File: src/rtl/strap_pkg.sv
package strap_pkg;
    localparam int NUM_FS    = 4;
    localparam int NUM_STRAP = NUM_FS + 1;
    localparam int MODE_BIT  = NUM_FS;
    localparam int NUM_OE    = NUM_STRAP + 1;
    // pull defaults: FS3 pulled down, every other strap pulled up
    localparam logic [NUM_STRAP-1:0] PULL_DEFAULT = 5'b10111;

    typedef enum logic [1:0] {
        PH_SETTLE = 2'd0,
        PH_HOLD   = 2'd1,
        PH_DRIVE  = 2'd2
    } phase_e;

    typedef struct packed {
        phase_e                 phase;
        logic [NUM_STRAP-1:0]   bits;
    } seq_s;
endpackage

File: src/rtl/strap_resolve.sv
module strap_resolve #(
    parameter int WIDTH = 5,
    parameter logic [WIDTH-1:0] PULL = '1
) (
    input  logic [WIDTH-1:0] drv,
    input  logic [WIDTH-1:0] lvl,
    output logic [WIDTH-1:0] res
);
    for (genvar i = 0; i < WIDTH; i++) begin : g_pin
        always_comb begin
            res[i] = drv[i] ? lvl[i] : PULL[i];
        end
    end
endmodule

File: src/rtl/strap_sync.sv
module strap_sync #(
    parameter int WIDTH = 5
) (
    input  logic             clk,
    input  logic             pwr_good,
    input  logic [WIDTH-1:0] din,
    output logic [WIDTH-1:0] dout
);
    typedef struct packed {
        logic [WIDTH-1:0] s1;
        logic [WIDTH-1:0] s2;
    } sync_s;

    sync_s sy_d, sy_q;

    always_comb begin
        sy_d    = sy_q;
        sy_d.s1 = din;
        sy_d.s2 = sy_q.s1;
    end

    always_ff @(posedge clk or negedge pwr_good) begin
        if (!pwr_good) sy_q <= '0;
        else           sy_q <= sy_d;
    end

    assign dout = sy_q.s2;

    // second stage follows the first one edge later
    p_sync_chain_r3: assert property (@(posedge clk) disable iff (!pwr_good)
        $past(pwr_good) |=> sy_q.s2 == $past(sy_q.s1));
endmodule

File: src/rtl/strap_window_timer.sv
module strap_window_timer #(
    parameter int CYCLES = 28636
) (
    input  logic clk,
    input  logic pwr_good,
    input  logic run,
    output logic tc
);
    localparam int CW = (CYCLES > 2) ? $clog2(CYCLES) : 2;
    localparam logic [CW-1:0] LAST = CW'(CYCLES - 1);

    logic [CW-1:0] cnt_d, cnt_q;

    always_comb begin
        tc    = run && (cnt_q == LAST);
        cnt_d = cnt_q;
        if (run && !tc) cnt_d = cnt_q + 1'b1;
    end

    always_ff @(posedge clk or negedge pwr_good) begin
        if (!pwr_good) cnt_q <= '0;
        else           cnt_q <= cnt_d;
    end

    // count never passes the terminal value
    p_cnt_range_r2: assert property (@(posedge clk) disable iff (!pwr_good)
        cnt_q <= LAST);
    // while running and short of terminal, count advances by one
    p_cnt_step_r2: assert property (@(posedge clk) disable iff (!pwr_good)
        (run && cnt_q != LAST) |=> cnt_q == $past(cnt_q) + 1'b1);
endmodule

File: src/rtl/strap_latch_seq.sv
module strap_latch_seq
    import strap_pkg::*;
#(
    parameter int WINDOW_CYCLES = 28636
) (
    input  logic                 clk,
    input  logic                 pwr_good,
    input  logic [NUM_STRAP-1:0] pin_drv,
    input  logic [NUM_STRAP-1:0] pin_lvl,
    output logic [NUM_FS-1:0]    fs_sel,
    output logic                 mode_sel,
    output logic [NUM_OE-1:0]    pad_oe,
    output logic                 ready
);
    logic [NUM_STRAP-1:0] pin_res;
    logic [NUM_STRAP-1:0] pin_sync;
    logic                 win_run;
    logic                 win_tc;
    seq_s                 seq_d, seq_q;

    strap_resolve #(.WIDTH(NUM_STRAP), .PULL(PULL_DEFAULT)) u_resolve (
        .drv (pin_drv),
        .lvl (pin_lvl),
        .res (pin_res)
    );

    strap_sync #(.WIDTH(NUM_STRAP)) u_sync (
        .clk      (clk),
        .pwr_good (pwr_good),
        .din      (pin_res),
        .dout     (pin_sync)
    );

    assign win_run = (seq_q.phase == PH_SETTLE);

    strap_window_timer #(.CYCLES(WINDOW_CYCLES)) u_timer (
        .clk      (clk),
        .pwr_good (pwr_good),
        .run      (win_run),
        .tc       (win_tc)
    );

    always_comb begin
        seq_d = seq_q;
        unique case (seq_q.phase)
            PH_SETTLE: if (win_tc) begin
                seq_d.bits  = pin_sync;
                seq_d.phase = PH_HOLD;
            end
            PH_HOLD:   seq_d.phase = PH_DRIVE;
            PH_DRIVE:  seq_d.phase = PH_DRIVE;
            default:   seq_d.phase = PH_SETTLE;
        endcase
    end

    always_ff @(posedge clk or negedge pwr_good) begin
        if (!pwr_good) seq_q <= '{phase: PH_SETTLE, bits: '0};
        else           seq_q <= seq_d;
    end

    always_comb begin
        ready    = (seq_q.phase == PH_DRIVE);
        fs_sel   = seq_q.bits[NUM_FS-1:0];
        mode_sel = seq_q.bits[MODE_BIT];
        pad_oe   = {ready & seq_q.bits[MODE_BIT], {NUM_STRAP{ready}}};
    end

    // drivers come up only from the one-cycle hold after capture
    p_latch_first_r4: assert property (@(posedge clk) disable iff (!pwr_good)
        $rose(ready) |-> $past(seq_q.phase) == PH_HOLD);
    p_hold_once_r4: assert property (@(posedge clk) disable iff (!pwr_good)
        (seq_q.phase == PH_HOLD) |=> ready);
    // captured bits frozen once driving
    p_frozen_r6: assert property (@(posedge clk) disable iff (!pwr_good)
        ready |=> $stable(seq_q.bits));
    // ready is sticky until power-good drops
    p_sticky_r7: assert property (@(posedge clk) disable iff (!pwr_good)
        ready |=> ready);
    // capture only on the timer's terminal cycle
    p_capture_tc_r2: assert property (@(posedge clk) disable iff (!pwr_good)
        (seq_q.phase == PH_SETTLE && !win_tc) |=> seq_q.phase == PH_SETTLE);
endmodule

File: config.mk
export PLATFORM = sky130hd
export DESIGN_NAME = strap_latch_seq
export DESIGN_NICKNAME = d
export VERILOG_FILES = /design/src/rtl/strap_pkg.sv /design/src/rtl/strap_resolve.sv /design/src/rtl/strap_sync.sv /design/src/rtl/strap_window_timer.sv /design/src/rtl/strap_latch_seq.sv
export SDC_FILE = /design/constraint.sdc
export NUM_CORES = 1
export LEC_CHECK = 0
export BUFFER_PORTS_ARGS = -buffer_cell sky130_fd_sc_hd__buf_2
export CAP_MARGIN = 5
export CORE_MARGIN = 1.5
export CORE_UTILIZATION = 45
export DETAILED_ROUTE_END_ITERATION = 10
export GPL_TIMING_DRIVEN = 0
export MAX_ROUTING_LAYER = met4
export PLACE_DENSITY_LB_ADDON = 0.08
export SLEW_MARGIN = 20
export SYNTH_ARGS = -nofsm -noshare
export SYNTH_HDL_FRONTEND = slang
export SYNTH_SLANG_ARGS = --single-unit
File: constraint.sdc
create_clock -name clk -period 4.2 [get_ports clk]
set_input_delay 0.21 -clock clk [delete_from_list [all_inputs] [get_ports clk]]
set_output_delay 0.21 -clock clk [all_outputs]
set_load 0.005 [all_outputs]
==> impl_metrics.csv, run 1 <==
group,metric,value,unit
outcome,status,"finished clean",
detailed_routing,drc,0,
synthesis,synth_top_area_share,57.7,%
clocking,path_clk_slew,0.10,ns
pwr,power_leakage,0.837,nW
worst_setup_path,crit_path_top_delay_cell,"nor4_4",
detailed_routing,vias,851,
worst_setup_path,critPathKind,"reg -> reg",
sta,finalSetupViolations,0,
clocking,cts_buffers,5,
clocking,clock_latency,0.33,ns
synthesis,synth_cell_types,26,
pwr,switching_share,20.5,%
synthesis,netlist_top_cells_area,"dfrtp_1 58%, xnor2_1 6.3%, buf_4 4.9%, mux2_2 4.1%, ha_1 2.7%",
place,io_buffer_count,23,
sta,slew_headroom,53.3,%
sta,hold_viol,0,
layout,final_common_cell,"dfrtp_1",
grt,overflow,0,
detailed_routing,drtIter0Drc,14,
place,place_congestion,0.788,
clocking,hold_buffers,1,
grt,grt_pass1_wl,3.85,mm
grt,grt_max_degree,33,
sta,period_share,43.5,%
sta,slew_viol_final,0,
floorplanning,io_pins,24,
clocking,post-cts-setup-buffer-count,0,
detailed_routing,wl_met1,1.02,mm
floorplanning,dieHeight,58.6,um
detailed_routing,wl_per_cell,12.7,um
worst_setup_path,max_stage_delay,0.47,ns
pwr,netSwitchingPower,0.114,mW
synthesis,synth_nets,121,
flow_run,drv_cap,0,
synthesis,yosysWarningCount,0,
grt,grt.total_usage,16.0,%
clocking,cts_max_path_buffers,2,
detailed_routing,maxUsedRoutingLayer,"met4",
layout,final_cell_mix,"32 x dfrtp_1, 24 x buf_2, 10 x xnor2_1, 9 x buf_4, 7 x nand2_1",
pwr,power_frac_comb,2.3,%
sta,tightest_slew,0.700,ns
grt,antenna_found_initial,0,
floorplanning,start_util,48.7,%
detailed_routing,wl_met3,95,um
sta,timing.fmax,547,MHz
clocking,clock-root-buffer,"clkbuf_4",
floorplanning,rows,19,
pwr,peakVddDrop,0.000243,V
synthesis,synth_top_cell_by_area,"dfrtp_1",
detailed_routing,antenna_left,0,
floorplanning,fp.coreArea,2850,um^2
worst_setup_path,crit_arrival,2.05,ns
pwr,power,0.556,mW
worst_setup_path,path_cells,"ha_1 > nand4b_4 > nor4_4 > mux2_2",
layout,num-fill-cells,250,
detailed_routing,vias_per_cell,5.04,
worst_setup_path,cp-start-kind,"register",
sta,fin_crit,1.83,ns
layout,area_delta_synth_final,17.6,%
worst_setup_path,end_kind,"register",
clocking,cts.sinks,32,
synthesis,syn_area_per_cell,13.1,um^2
place,place_hpwl,1.55,mm
clocking,cts_tree,"yes",
pwr,p_per_area,340,nW/um^2
floorplanning,chipWidth,58.6,um
hold_path,min_path_type,"in -> reg",
layout,fin_nets,152,
detailed_routing,wl_met2,1.00,mm
worst_setup_path,path_delay_family,"simple AND/OR/NAND/NOR gates",
synthesis,synth_area,1390,um^2
floorplanning,dieArea,3430,um^2
sta,fin_tns_setup,0,ns
layout,diodes,0,
detailed_routing,dr.pass1.iters,3,
sta,grt_setup_unrepaired,"false",
worst_setup_path,crit_fanout,5,
worst_setup_path,cp_num_buf_inv,0,
synthesis,synth_seq_cells,32,
clocking,htree_levels,2,
pwr,intPower,0.442,mW
sta,clock_skew,0.00411,ns
worst_setup_path,cp.required,4.42,ns
pwr,pwr-share-clk,41.3,%
grt,grt_pass1_vias,914,
layout,drive_gt1_share,37.0,%
synthesis,syn_inst,106,
detailed_routing,drt_wl_total,2.14,mm
synthesis,ys_seq_area_share,57.7,%
clocking,cts_resized,0,
pwr,power_frac_seq,56.4,%
[cell families after synthesis]
group	count (synthesis)	synth area share, %
simple gates	34	16.5
fa+ha+maj	3	2.70
flops	32	57.7
compound gates	3	2.88
mux	6	5.13
buf+inv	14	6.31
xor+xnor	14	8.83
[stage by stage]
| stage | area, um^2 | hold WS [ns] | utilization [%] | setup WS [ns] | std cells |
|---|---|---|---|---|---|
| final | 1630 | 0.0272 | 57.2 | 2.37 | 169 |
| after CTS | 1630 | 0.00656 | 57.2 | 2.34 | 169 |
| after floorplan | 1390 | -0.0856 | - | 2.56 | 106 |
| after detailed placement | 1540 | 0.299 | 54.1 | 2.35 | 160 |
| after global placement | 1540 | 0.292 | 54.1 | 2.41 | 160 |
| after global routing | 1630 | 0.00766 | 57.2 | 2.21 | 169 |
[registers in the layout (all words and copies together) (netlist names)]
signal and count:
mode_sel 1, u_sync.dout 5, u_sync.sy_d 5, u_timer.cnt_q 15
fs_sel 4, seq_q 2
[cells in the mapped netlist]
| library cell | n |
|---|---|
| and3_1 | 3 |
| dfrtp_1 | 32 |
| xor2_1 | 4 |
| mux2_2 | 5 |
| o21a_1 | 1 |
| nand4_1 | 5 |
| o41ai_4 | 1 |
| buf_2 | 1 |
| and2_1 | 4 |
| nand2_1 | 7 |
| nand3_1 | 2 |
| nor3_1 | 1 |
| nor3b_1 | 1 |
| mux2_4 | 1 |
| nor2_1 | 2 |
| buf_4 | 9 |
| nor4_4 | 1 |
| nor4_1 | 1 |
| ha_1 | 3 |
| inv_1 | 4 |
| nand2b_1 | 4 |
| o21ai_0 | 1 |
| and4_2 | 1 |
| nand4bb_1 | 1 |
| xnor2_1 | 10 |
| nand4b_4 | 1 |
[routing by layer]
layer	global-route usage, %	up-vias
met1	18.2	420
met5	-	-
li1	-	410
met2	24.9	19
met4	7.97	0
met3	5.93	2
[path summary, 6_finish.rpt]
path / from / cells after the start / endpoint / slack [ns]
setup / recovery: u_timer.cnt_q[0]$_DFFE_PN0P_ / 4 / fs_sel[0]$_DFFE_PN0P_ / 2.37
hold / removal: pin_drv[2] / 2 / u_sync.sy_d[2]$_DFF_PN0_ / 0.03
setup reg to reg: u_timer.cnt_q[0]$_DFFE_PN0P_ / 4 / fs_sel[0]$_DFFE_PN0P_ / 2.37
hold reg to reg: u_sync.sy_d[3]$_DFF_PN0_ / 0 / u_sync.dout[3]$_DFF_PN0_ / 0.36
max in group asynchronous: pwr_good / 2 / u_timer.cnt_q[3]$_DFFE_PN0P_ / 3.30
min in group asynchronous: pwr_good / 2 / u_timer.cnt_q[13]$_DFFE_PN0P_ / 0.45
[power groups by stage]
| stage | logic [mW] | registers (mW) | clock network, mW |
|---|---|---|---|
| global route | 0.0151 | 0.314 | 0.254 |
| global placement | 0.0121 | 0.320 | 0 |
| floorplan | 0.00166 | 0.320 | 0 |
| finish | 0.0127 | 0.314 | 0.229 |
| detailed placement | 0.0126 | 0.320 | 0 |
| CTS | 0.0134 | 0.314 | 0.240 |
[final cells by class]
cell class / instances / area, um^2 / area share [%]
Clock inverter: 3 / 42.5 / 2.61
Inverter: 4 / 15.0 / 0.920
Multi-Input combinational cell: 60 / 500 / 30.7
Buffer: 10 / 72.6 / 4.44
Sequential cell: 32 / 801 / 49.0
Clock buffer: 5 / 37.5 / 2.30
Timing Repair Buffer: 24 / 125 / 7.66
Tap cell: 31 / 38.8 / 2.38
No activity file was read; power rests on OpenSTA's default activity.
==> inputs of run 2 (changes only) <==
==> constraint.sdc (replaced) <==
create_clock -name clk -period 1.7 [get_ports clk]
set_input_delay 0.085 -clock clk [delete_from_list [all_inputs] [get_ports clk]]
set_output_delay 0.085 -clock clk [all_outputs]
set_load 0.005 [all_outputs]
==> run 2 against run 1 <==
Compared with the run above:
- via count is 6.8% higher
- wire length increased by 11%
- sequential share of layout area is 5.8 points lower
- clock power rose to 2.5 times the previous value
- fmax up 10%
- critical path depth unchanged
- combinational power rose to 3.9 times the previous value
- critical endpoint is now u_timer.cnt_q[1]$_DFFE_PN0P_
- global-route usage rose by 0.58 points
- count of clock-buffer cells in the layout is the same
- flip-flop and latch count unchanged
- total power increased to 2.5 times the previous value
- cell count rose by 10%
==> impl_metrics.csv, run 2 (same netlist as run 1, synthesis figures left out) <==
group,metric,value,unit
clocking,path_clk_slew,0.10,ns
worst_setup_path,r2r_end,"u_timer.cnt_q[1]$_DFFE_PN0P_",
sta,slew_headroom,53.8,%
place,dp_cells,160,
layout,final_common_cell,"dfrtp_1",
clocking,cts_tree,"yes",
worst_setup_path,path_delay_family,"flip-flops",
place,place_congestion,0.788,
grt,overflow,0,
layout,stdcell_count,186,
layout,largest_reg_flops,15,
detailed_routing,drtIter0Drc,20,
worst_setup_path,path_cells,"nand4bb_4 > o41ai_4 > buf_4 > mux2_4",
sta,setup_slack,0.0454,ns
sta,hold_viol,0,
sta,slew_viol_final,0,
pwr,p_per_area,756,nW/um^2
detailed_routing,antenna_left,0,
sta,finalSetupViolations,0,
clocking,cts.sinks,32,
layout,area_delta_synth_final,33.4,%
sta,period_share,97.3,%
worst_setup_path,cp_num_buf_inv,1,
sta,grt_setup_unrepaired,"true",
worst_setup_path,cp.required,1.93,ns
detailed_routing,drc,0,
floorplanning,fp.coreArea,2850,um^2
detailed_routing,vias_per_cell,4.89,
clocking,cts_max_path_buffers,2,
sta,tightest_slew,0.693,ns
worst_setup_path,max_stage_delay,0.43,ns
place,place_hpwl,1.55,mm
grt,grt_pass1_wl,4.02,mm
grt,grt_pass1_vias,970,
flow_run,drv_cap,0,
clocking,clock_latency,0.34,ns
layout,regMostFlops,"u_timer.cnt_q",
floorplanning,start_util,48.7,%
sta,timing.fmax,604,MHz
floorplanning,dieHeight,58.6,um
layout,diodes,0,
detailed_routing,dr.pass1.iters,3,
place,io_buffer_count,23,
pwr,power_leakage,0.917,nW
worst_setup_path,crit_path_top_delay_cell,"dfrtp_1",
hold_path,min_path_type,"in -> async",
worst_setup_path,cp-start-kind,"register",
layout,final_cell_mix,"31 x dfrtp_1, 23 x buf_2, 15 x buf_4, 11 x dlygate4sd3_1, 10 x xnor2_1",
grt,antenna_found_initial,0,
clocking,htree_levels,2,
layout,fin_nets,169,
detailed_routing,wl_per_cell,12.8,um
pwr,peakVddDrop,0.000605,V
outcome,status,"finished clean",
worst_setup_path,crit_fanout,4,
grt,grt.total_usage,16.6,%
worst_setup_path,critPathKind,"reg -> reg",
floorplanning,io_pins,24,
worst_setup_path,crit_arrival,1.89,ns
sta,clock_skew,0.00514,ns
floorplanning,chipWidth,58.6,um
place,dpl_cell_area,1540,um^2
sta,fin_crit,1.65,ns
layout,drive_gt1_share,41.3,%
grt,grt_max_degree,33,
floorplanning,rows,19,
pwr,power,1.40,mW
place,pre_cts_slack,-0.148,ns
floorplanning,dieArea,3430,um^2
worst_setup_path,end_kind,"register",
detailed_routing,drt_wl_total,2.38,mm
worst_setup_path,r2r-start,"u_timer.cnt_q[12]$_DFFE_PN0P_",
clocking,cts_buffers,5,
layout,fin_area,1850,um^2
detailed_routing,vias,909,
worst_setup_path,ff2ff_setup_slack,0.05,ns
clocking,clock-root-buffer,"clkbuf_4",
worst_setup_path,rr_worst_depth,4,
## run 2: cell count changes in the layout (fill, tap and decap cells not counted), sizes merged
cell         before  now
dlygate4sd3       1   11
buf              33   40
## run 2: power by group
group          switching, mW  leakage, nW  internal [mW]
logic                 0.0208        0.477         0.0283
clock network          0.271       0.0412          0.306
registers            0.00284        0.399          0.772
## run 2: what timing repair did
action,in CTS,in global routing
setup endpoints to repair,8,9
hold buffers,11,0
gates resized for setup,4,12
buffers inserted,4,3
pin swaps,2,2
hold endpoints to repair,37,0
## run 2: through the flow
stage                     setup TNS [ns]  utilization (%)  hold WS [ns]
after floorplan                        0                -        -0.211
after global placement            -0.583             54.1         0.167
after detailed placement          -0.971             54.1         0.174
after CTS                              0             62.6         0.336
after global routing              -0.148             65.0         0.362
final                                  0             65.0         0.310
## run 2: per-layer routing
metal | track usage (%) | vias to the layer above | routed length [um]
met5 | - | - | 0
met4 | 7.97 | 0 | 39
met3 | 5.93 | 4 | 94
met2 | 26.2 | 19 | 1100
met1 | 18.8 | 443 | 1150
li1 | - | 443 | -
## run 2: worst max-delay path by stage
| stage | start | end | depth (start not counted) |
|---|---|---|---|
| after floorplan | u_timer.cnt_q[0]$_DFFE_PN0P_ | u_timer.cnt_q[1]$_DFFE_PN0P_ | 4 |
| after global placement | u_timer.cnt_q[0]$_DFFE_PN0P_ | fs_sel[2]$_DFFE_PN0P_ | 4 |
| after detailed placement | u_timer.cnt_q[0]$_DFFE_PN0P_ | fs_sel[0]$_DFFE_PN0P_ | 4 |
| after CTS | u_timer.cnt_q[6]$_DFFE_PN0P_ | fs_sel[0]$_DFFE_PN0P_ | 5 |
| after global routing | u_timer.cnt_q[1]$_DFFE_PN0P_ | fs_sel[2]$_DFFE_PN0P_ | 5 |
| final | u_timer.cnt_q[12]$_DFFE_PN0P_ | u_timer.cnt_q[1]$_DFFE_PN0P_ | 4 |
## run 2: worst reg2reg max path, delay by kind of cell (launching register included)
kind	cells	cell delay (ns)
flops	1	0.43
buf+inv	1	0.19
compound gates	1	0.34
mux	1	0.30
simple gates	1	0.29
## run 2: final cells by class
type | instances | area [um^2]
Fill cell | 230 | 1000
Sequential cell | 32 | 802
Multi-Input combinational cell | 60 | 557
Timing Repair Buffer | 41 | 282
Buffer | 10 | 78.8
Clock inverter | 3 | 42.5
Tap cell | 31 | 38.8
Clock buffer | 5 | 37.5
Inverter | 4 | 15.0
==> inputs of run 3 (changes only) <==
--- a/config.mk
+++ b/config.mk
@@ -16,4 +16,5 @@
 export SLEW_MARGIN = 20
 export SYNTH_ARGS = -nofsm -noshare
 export SYNTH_HDL_FRONTEND = slang
+export SYNTH_HIERARCHICAL = 1
 export SYNTH_SLANG_ARGS = --single-unit
==> run 3 against run 2 <==
Compared with the run above:
- the flow now finishes with violations (setup timing)
- fmax shrank 15%
- cell area increased by 0.13%
- register-to-register slack got worse by 0.28 ns
- global-route usage increased by 0.64 points
- worst setup slack lost 0.28 ns
==> impl_metrics.csv, run 3 <==
group,metric,value,unit
outcome,status,"complete, but fails checks",
outcome,violations,"setup timing",
clocking,cts_buffers,5,
hold_path,min_path_type,"in -> async",
grt,grt.total_usage,17.3,%
layout,final_common_cell,"dfrtp_1",
layout,fin_area,1860,um^2
worst_setup_path,crit_path_top_delay_cell,"or4b_4",
grt,overflow,0,
clocking,cts.sinks,32,
pwr,peakVddDrop,0.000514,V
synthesis,synth_common_cells,"32 x dfrtp_1, 9 x buf_4, 8 x xor2_1",
floorplanning,io_pins,24,
clocking,path_clk_slew,0.10,ns
floorplanning,chipWidth,58.4,um
detailed_routing,wl_per_cell,12.5,um
sta,hold-worst-slack,0.309,ns
grt,grt_pass1_wl,4.06,mm
clocking,htree_levels,2,
detailed_routing,dr.pass1.iters,4,
synthesis,synth_area,1380,um^2
worst_setup_path,crit_arrival,2.18,ns
floorplanning,fp.coreArea,2830,um^2
layout,num-fill-cells,217,
sta,hold_viol,0,
worst_setup_path,critPathKind,"reg -> reg",
pwr,power,1.47,mW
detailed_routing,vias,934,
sta,grt_setup_unrepaired,"true",
synthesis,yosysWarningCount,6,
layout,multiInputGateArea,546,um^2
worst_setup_path,cp.required,1.94,ns
synthesis,synth_seq_cells,32,
pwr,power_leakage,0.954,nW
layout,largest_reg_flops,15,
clocking,cts_max_path_buffers,2,
layout,seq_area,801,um^2
place,dpl_cell_area,1550,um^2
sta,setup_slack,-0.239,ns
layout,area_delta_synth_final,34.3,%
worst_setup_path,crit_fanout,3,
place,place_congestion,0.739,
clocking,cts_tree,"yes",
detailed_routing,drtIter0Drc,13,
detailed_routing,drc,0,
detailed_routing,antenna_left,0,
sta,slew_viol_final,0,
layout,fin_nets,174,
synthesis,synth_nets,124,
sta,finalSetupViolations,8,
grt,antenna_found_initial,0,
grt,grt_pass1_vias,931,
sta,timing.fmax,516,MHz
layout,final_cell_mix,"32 x dfrtp_1, 23 x buf_2, 18 x buf_4, 11 x dlygate4sd3_1, 8 x xor2_1",
floorplanning,dieArea,3410,um^2
floorplanning,dieHeight,58.4,um
pwr,p_per_area,794,nW/um^2
worst_setup_path,max_stage_delay,0.48,ns
layout,drive_gt1_share,41.5,%
worst_setup_path,cp-start-kind,"register",
clocking,clock-root-buffer,"clkbuf_4",
layout,diodes,0,
synthesis,async_flop_share,100,%
grt,grt_max_degree,33,
sta,tightest_slew,0.686,ns
place,dp_cells,162,
place,io_buffer_count,23,
detailed_routing,vias_per_cell,4.92,
sta,slew_headroom,54.3,%
worst_setup_path,end_kind,"register",
synthesis,syn_area_per_cell,12.8,um^2
place,place_hpwl,1.47,mm
synthesis,synth_top_cell_by_area,"dfrtp_1",
sta,fin_tns_setup,-1.34,ns
sta,clock_skew,0.00917,ns
synthesis,synth_cell_types,23,
layout,stdcell_count,190,
place,pre_cts_slack,-0.339,ns
floorplanning,rows,19,
synthesis,netlist_top_cells_area,"dfrtp_1 58%, xor2_1 5.1%, buf_4 4.9%, mux2_2 4.9%, ha_1 3.6%",
synthesis,synth_edf_count,0,
synthesis,syn_inst,108,
detailed_routing,drt_wl_total,2.37,mm
synthesis,ys_seq_area_share,58.0,%
sta,period_share,114,%
floorplanning,start_util,48.8,%
flow_run,drv_cap,0,
synthesis,synthMostInstantiatedCell,"dfrtp_1",
layout,finish.utilization,65.6,%
layout,regMostFlops,"u_timer/cnt_q",
sta,fin_crit,1.94,ns
worst_setup_path,rr_worst_depth,6,
worst_setup_path,path_cells,"ha_2 > or4b_4 > nor4_4 > and2_4 > nand2b_1 > mux2_4",
clocking,clock_latency,0.34,ns
synthesis,synthFlopType,"dfrtp_1",
synthesis,synth_top_area_share,58.0,%
[run 3: timing repair]
| item | in CTS | in global routing |
|---|---|---|
| resized for setup | 4 | 2 |
| setup buffers | 6 | 3 |
| hold endpoints to repair | 37 | 0 |
| hold buffers | 11 | 0 |
| setup endpoints to repair | 11 | 13 |
| pin swaps | 1 | 1 |
[run 3: area by class of cell]
cell class / instances / area share (%)
Clock inverter: 1 / 1.62
Buffer: 9 / 3.64
Multi-Input combinational cell: 63 / 29.4
Tap cell: 31 / 2.09
Inverter: 4 / 0.809
Timing Repair Buffer: 43 / 15.8
Sequential cell: 32 / 43.2
Clock buffer: 7 / 3.51
[run 3: cell families (layout without fill, tap and decap cells)]
| logic type | count (synthesis) | after routing | synth area share [%] |
|---|---|---|---|
| and+or+nand+nor | 36 | 36 | 15.3 |
| DFF | 32 | 32 | 58.0 |
| xor gates and xnor gates | 13 | 13 | 8.24 |
| buffers and inverters | 13 | 64 | 5.98 |
| muxes | 7 | 7 | 5.98 |
| adders and majority gates | 4 | 4 | 3.62 |
| AOI/OAI and AO/OA | 3 | 3 | 2.90 |
[run 3: power by group]
group | internal [mW] | leakage (nW) | switching, mW
logic | 0.0281 | 0.501 | 0.0203
registers | 0.772 | 0.401 | 0.00265
clock network | 0.390 | 0.0515 | 0.260
[run 3: final timing paths]
kind / start / to / slack, ns
max in group asynchronous: pwr_good / u_sync/dout[1]$_DFF_PN0_ / 0.94
hold reg to reg: u_sync/sy_d[2]$_DFF_PN0_ / u_sync/dout[2]$_DFF_PN0_ / 0.35
setup reg to reg: u_timer/cnt_q[1]$_DFFE_PN0P_ / seq_q[6]$_DFFE_PN0P_ / -0.24
hold / removal: pwr_good / mode_sel$_DFFE_PN0P_ / 0.31
setup / recovery: u_timer/cnt_q[1]$_DFFE_PN0P_ / seq_q[6]$_DFFE_PN0P_ / -0.24
min in group clk: u_sync/sy_d[2]$_DFF_PN0_ / u_sync/dout[2]$_DFF_PN0_ / 0.35
[run 3: critical path, delay by kind of cell (launching register included)]
kind	cells	cell delay (ns)
fa+ha+maj	1	0.19
flops	1	0.38
mux	1	0.29
simple gates	4	0.98
[run 3: layer usage]
layer	up-vias	track usage, %	routed length [um]
met5	-	-	0
met4	0	13.0	79
met3	9	4.62	98
met2	22	26.3	1120
met1	443	19.3	1070
li1	460	-	-
